**src/rtl/nand_cmd_front.sv**
```systemverilog
module nand_cmd_front #(
  parameter int ROW_W = 17,
  parameter int T_RD  = 25,
  parameter int T_RST = 10
) (
  input  logic             clk,
  input  logic             rst_n,
  input  logic             sel_n,
  input  logic             cmd_lat,
  input  logic             adr_lat,
  input  logic             wr_stb,
  input  logic             rd_stb,
  input  logic [7:0]       din,
  output logic [7:0]       dout,
  output logic             dout_vld,
  output logic             ready,
  output logic [1:0]       ptr_area,
  output logic [9:0]       col_ptr,
  output logic [ROW_W-1:0] row_addr
);
  localparam int TMAX   = (T_RD > T_RST) ? T_RD : T_RST;
  localparam int CNT_W  = $clog2(TMAX + 1);
  localparam logic [9:0] COL_LAST = 10'd527;

  typedef enum logic [1:0] {M_READ, M_ID, M_STAT} mode_t;

  mode_t       mode_q;
  logic [1:0]  area_q;
  logic [9:0]  col_q;
  logic [23:0] row_q;
  logic [1:0]  adr_cnt;
  logic        page_ok, id_armed;
  logic [1:0]  id_idx;
  logic [CNT_W-1:0] busy_cnt;

  wire busy    = busy_cnt != '0;
  wire wr_ok   = wr_stb && !sel_n && !(cmd_lat && adr_lat);
  wire cmd_cyc = wr_ok && cmd_lat;
  wire adr_cyc = wr_ok && adr_lat;
  wire is_ptr  = din == 8'h00 || din == 8'h01 || din == 8'h50;
  wire cmd_take = cmd_cyc && (din == 8'hFF || din == 8'h70 ||
                              (!busy && (is_ptr || din == 8'h90)));
  wire rd_ok = rd_stb && !sel_n &&
               (mode_q == M_STAT || (mode_q == M_ID && id_armed) ||
                (mode_q == M_READ && page_ok && !busy));

  logic [9:0] col_base;
  always_comb begin
    case (area_q)
      2'd1:    col_base = {2'b01, din};
      2'd2:    col_base = {2'b10, 4'b0000, din[3:0]};
      default: col_base = {2'b00, din};
    endcase
  end

  logic [7:0] id_byte;
  always_comb begin
    case (id_idx)
      2'd0: id_byte = 8'hEC;
      2'd1: id_byte = 8'h76;
      2'd2: id_byte = 8'hA5;
      default: id_byte = 8'hC0;
    endcase
  end

  always_ff @(posedge clk or negedge rst_n) begin
    if (!rst_n) begin
      mode_q   <= M_READ;
      area_q   <= 2'd0;
      col_q    <= '0;
      row_q    <= '0;
      adr_cnt  <= '0;
      page_ok  <= 1'b0;
      id_armed <= 1'b0;
      id_idx   <= '0;
      busy_cnt <= '0;
      dout     <= '0;
      dout_vld <= 1'b0;
    end else begin
      dout_vld <= rd_ok;
      if (busy) busy_cnt <= busy_cnt - 1'b1;
      if (cmd_take) begin
        case (din)
          8'hFF: begin
            mode_q   <= M_READ;
            area_q   <= 2'd0;
            adr_cnt  <= '0;
            page_ok  <= 1'b0;
            id_armed <= 1'b0;
            busy_cnt <= CNT_W'(T_RST);
          end
          8'h70: mode_q <= M_STAT;
          8'h90: begin
            mode_q   <= M_ID;
            id_armed <= 1'b0;
            id_idx   <= '0;
            adr_cnt  <= '0;
          end
          8'h01: begin mode_q <= M_READ; area_q <= 2'd1; adr_cnt <= '0; end
          8'h50: begin mode_q <= M_READ; area_q <= 2'd2; adr_cnt <= '0; end
          default: begin mode_q <= M_READ; area_q <= 2'd0; adr_cnt <= '0; end
        endcase
      end else if (adr_cyc && !busy) begin
        if (mode_q == M_ID) begin
          id_armed <= 1'b1;
          id_idx   <= '0;
        end else if (mode_q == M_READ) begin
          adr_cnt <= adr_cnt + 1'b1;
          case (adr_cnt)
            2'd0: begin col_q <= col_base; page_ok <= 1'b0; end
            2'd1: row_q[7:0]   <= din;
            2'd2: row_q[15:8]  <= din;
            default: begin
              row_q[23:16] <= din;
              page_ok      <= 1'b1;
              busy_cnt     <= CNT_W'(T_RD);
              if (area_q == 2'd1) area_q <= 2'd0;
            end
          endcase
        end
      end
      if (rd_ok) begin
        case (mode_q)
          M_READ: begin
            dout <= col_q[7:0] ^ row_q[7:0];
            if (col_q != COL_LAST) col_q <= col_q + 1'b1;
          end
          M_ID: begin
            dout   <= id_byte;
            id_idx <= id_idx + 1'b1;
          end
          default: dout <= {1'b1, ready, 6'b0};
        endcase
      end
    end
  end

  assign ready    = !busy;
  assign ptr_area = area_q;
  assign col_ptr  = col_q;
  assign row_addr = row_q[ROW_W-1:0];

  a_r9_ignored_cycle: assert property (@(posedge clk) disable iff (!rst_n)
    (wr_stb && !rd_stb && (sel_n || (cmd_lat && adr_lat)))
      |=> ($stable(ptr_area) && $stable(col_ptr) && $stable(row_addr)));

  a_r11_ready_returns: assert property (@(posedge clk) disable iff (!rst_n)
    (busy_cnt == CNT_W'(1) && !cmd_take) |=> ready);

  a_r4_pointer_fallback: assert property (@(posedge clk) disable iff (!rst_n)
    (adr_cyc && !busy && mode_q == M_READ && adr_cnt == 2'd3 && area_q == 2'd1)
      |=> ptr_area == 2'd0);

  a_r5_col_in_page: assert property (@(posedge clk) disable iff (!rst_n)
    col_ptr <= COL_LAST);

  a_r5_vld_after_strobe: assert property (@(posedge clk) disable iff (!rst_n)
    dout_vld |-> $past(rd_stb));

  a_r7_status_ready_bit: assert property (@(posedge clk) disable iff (!rst_n)
    (rd_ok && mode_q == M_STAT) |=> (dout[6] == $past(ready) && dout[7]));

  a_r8_reset_busy: assert property (@(posedge clk) disable iff (!rst_n)
    (cmd_take && din == 8'hFF) |=> (!ready && ptr_area == 2'd0));
endmodule

```
**config.mk**
```make
export PLATFORM = sky130hd
export DESIGN_NAME = nand_cmd_front
export DESIGN_NICKNAME = d
export VERILOG_FILES = /design/src/rtl/nand_cmd_front.sv
export SDC_FILE = /design/constraint.sdc
export NUM_CORES = 1
export LEC_CHECK = 0
export ABC_AREA = 0
export BUFFER_PORTS_ARGS = -buffer_cell sky130_fd_sc_hd__buf_2
export CORE_UTILIZATION = 57
export CTS_BUF_LIST = sky130_fd_sc_hd__clkbuf_4 sky130_fd_sc_hd__clkbuf_8
export CTS_CLUSTER_DIAMETER = 150
export CTS_CLUSTER_SIZE = 12
export DETAILED_ROUTE_END_ITERATION = 7
export PLACE_DENSITY = 0.82
export SYNTH_ARGS = -nofsm -noshare
export SYNTH_HDL_FRONTEND = slang
export SYNTH_SLANG_ARGS = --single-unit
```
**constraint.sdc**
```tcl
create_clock -name clk -period 2.7 [get_ports clk]
set_clock_uncertainty 0.05 [all_clocks]
set_input_delay 0.54 -clock clk [delete_from_list [all_inputs] [get_ports clk]]
set_output_delay 0.54 -clock clk [all_outputs]
set_load 0.005 [all_outputs]
```
==> results.toml <==
[status]
status = "finished clean"

[pwr]
power_density_nw_per_um2 = 476
p_total_mw = 1.58
p_leak_nw = 1.69
peakVddDrop_mv = 0.468

[routing]
wl_per_cell_um = 16.0
drc_errors = 0
drt-initial-drc-count = 255
routed_via_density = 5.92
wirelength_um = 6700
first_pass_iters = 5
dr_total_vias = 2480
drtAntennaViolNets = 0

[setup_path]
cp_num_buf_inv = 2
start_kind = "register"
critPathSlowestCell = "or2_0"
path_cells = "inv_1 -> ha_1 -> nand3b_1 -> clkinv_1 -> nand4_2 -> or2_0 -> o21ai_0 -> a221o_2"
cp_slowest_stage_delay_ps = 450
path_delay_family = "simple AND/OR/NAND/NOR gates"
crit_required_ps = 2850
crit_path_end_kind = "register"
criticalPathCategory = "register to register"
crit_fanout = 10
cp.arrival_ps = 2530

[placement]
gp_congestion = 0.944
numPlacedInstances = 411
hpwlAfterDp_um = 5020
post-place-ws_ps = 221
io_buffers = 53

[run]
maxCapViolCount = 0

[clock_tree]
path_clk_slew_ps = 90
cts-root-buf = "clkbuf_8"
ctsResizeCount = 0
clk_latency_ps = 310
h-tree-depth = 2
cts_made_buffers = 5
clock_sinks = 51
clockBufferDepth = 2
cts_tree = "yes"
cts_setup_buffers = 0
holdBufCountCts = 0

[sta]
fmax_mhz = 420
hold_viol = 0
post-route-min-period_ps = 2380
hold_slack_ps = 172
fin_ws_ps = 321
rsz0062_at_grt = "no"
fin_setup_tns_ps = 0
post-route-period-util_pct = 88.1
drv_slew = 0
setup_viol = 0
maxSlewHeadroom_pct = 60.7
tightest_slew_ps = 589

[floorplanning]
dieArea_um2 = 5220
core-area_um2 = 4720
initial_core_util_pct = 59.5
die_h_um = 72.2
rows = 25
die_w_um = 72.2
ioPinCount = 54

[global_route]
grt_use_total_pct = 27.7
grt_antenna_before_repair = 0
grt_pass1_wl_um = 11100
grt_pass1_vias = 2287
grt_max_degree = 28
grt-ovfl-total = 0

[yosys]
avgSynthCellArea_um2 = 9.73
ys.flop_type = "dfrtp_1"
ys_types = 58
ys_ff_latch = 51
syn_inst = 289
synth_nets = 316
seq_area_frac_synth_pct = 45.4
synth_top_area_share_pct = 45.4
synth_area_leaders = "dfrtp_1 (45%), ha_1 (5.3%), nand2_1 (4.7%)"
synthArstFlopShare_pct = 100
synth.largest_area_cell = "dfrtp_1"
synth_area_um2 = 2810
synth_edf_count = 0
ys_warn_count = 0

[layout]
layout_common_cells = "buf_2 (53), dfrtp_1 (51), nand2_1 (35)"
n_antenna_cell = 0
area_growth_pct = 18.1
layout-drive-gt1-share_pct = 25.9
fin_cells = 419
final_common_cell = "buf_2"
num-nets-final = 378

[min_path]
hp-class = "input pin to async pin"
## metrics by stage
| stage | area (µm²) | util [%] |
|---|---|---|
| after global routing | 3320 | 70.3 |
| after floorplan | 2810 | - |
| final | 3320 | 70.3 |
| after detailed placement | 3220 | 68.1 |
| after CTS | 3320 | 70.3 |
| after global placement | 3220 | 68.1 |
## metal layers
metal	vias up	wire length [µm]	track usage [%]
li1	1166	-	-
met2	109	3150	44.3
met5	-	0	0
met3	13	503	5.97
met1	1192	2930	37.9
met4	0	116	8.28
## worst register-to-register path, stage by stage (launching register included)
cell	delay, ps
dfrtp_1	370
inv_1	70
ha_1	240
nand3b_1	130
clkinv_1	260
nand4_2	210
or2_0	450
o21ai_0	150
a221o_2	350
## cell families after synthesis
logic type	share of synthesized area [%]
DFF	45.4
buffers and inverters	3.91
muxes	5.07
and+or+nand+nor	17.7
xor gates and xnor gates	3.74
AOI/OAI and AO/OA	18.8
adders and majority gates	5.34
## sequential cells by signal, indices dropped and copies added, names as in the netlist
signal	count
adr_cnt	2
busy_cnt	5
col_ptr	10
dout	8
dout_vld	1
id_armed	1
id_idx	2
mode_q	2
page_ok	1
ptr_area	2
row_q	17
## area by class of cell
| type | instances | area [µm²] |
|---|---|---|
| clock buffer | 8 | 104 |
| sequential | 51 | 1280 |
| tap | 67 | 83.8 |
| fill | 368 | 1400 |
| timing repair buffer | 64 | 360 |
| inverter | 19 | 71.3 |
| multi-input combinational | 210 | 1430 |
## Yosys cell counts, types with 2 or more instances
cell / instances
a211o_1: 2
a21boi_0: 2
a21o_1: 4
a21oi_1: 9
a221oi_1: 2
a22oi_1: 4
a31oi_1: 2
and2_1: 2
and3_1: 4
and4_1: 2
buf_2: 4
clkbuf_1: 5
dfrtp_1: 51
ha_1: 12
inv_1: 18
mux2_2: 10
mux2i_1: 3
nand2_1: 35
nand2b_1: 2
nand3_1: 11
nand4_1: 5
nor2_1: 12
nor2b_1: 4
nor3_1: 4
nor3b_1: 2
nor4_1: 2
o211ai_1: 3
o21a_1: 2
o21ai_0: 25
o22ai_1: 3
o2bb2ai_1: 2
o31ai_1: 3
o32ai_1: 2
or4_1: 2
xnor2_1: 5
xor2_1: 7
## report_power, final
| group | switching, mW | internal [mW] | leakage [nW] |
|---|---|---|---|
| clock network | 0.248 | 0.244 | 0.0549 |
| registers | 0.0339 | 0.806 | 0.678 |
| logic | 0.143 | 0.109 | 0.957 |
## path summary, 6_finish.rpt
path / start / end / slack [ps] / depth (start not counted)
setup reg to reg: busy_cnt[0] / col_ptr[2] / 320 / 8
hold / removal: rst_n / dout_vld / 170 / 1
setup / recovery: busy_cnt[0] / col_ptr[2] / 320 / 8
hold reg to reg: dout[2] / dout[2] / 430 / 2
min in group clk: dout[2] / dout[2] / 430 / 2
max in group asynchronous: rst_n / col_ptr[7] / 1880 / 2
Note: power is estimated with default switching activity, not from simulation.
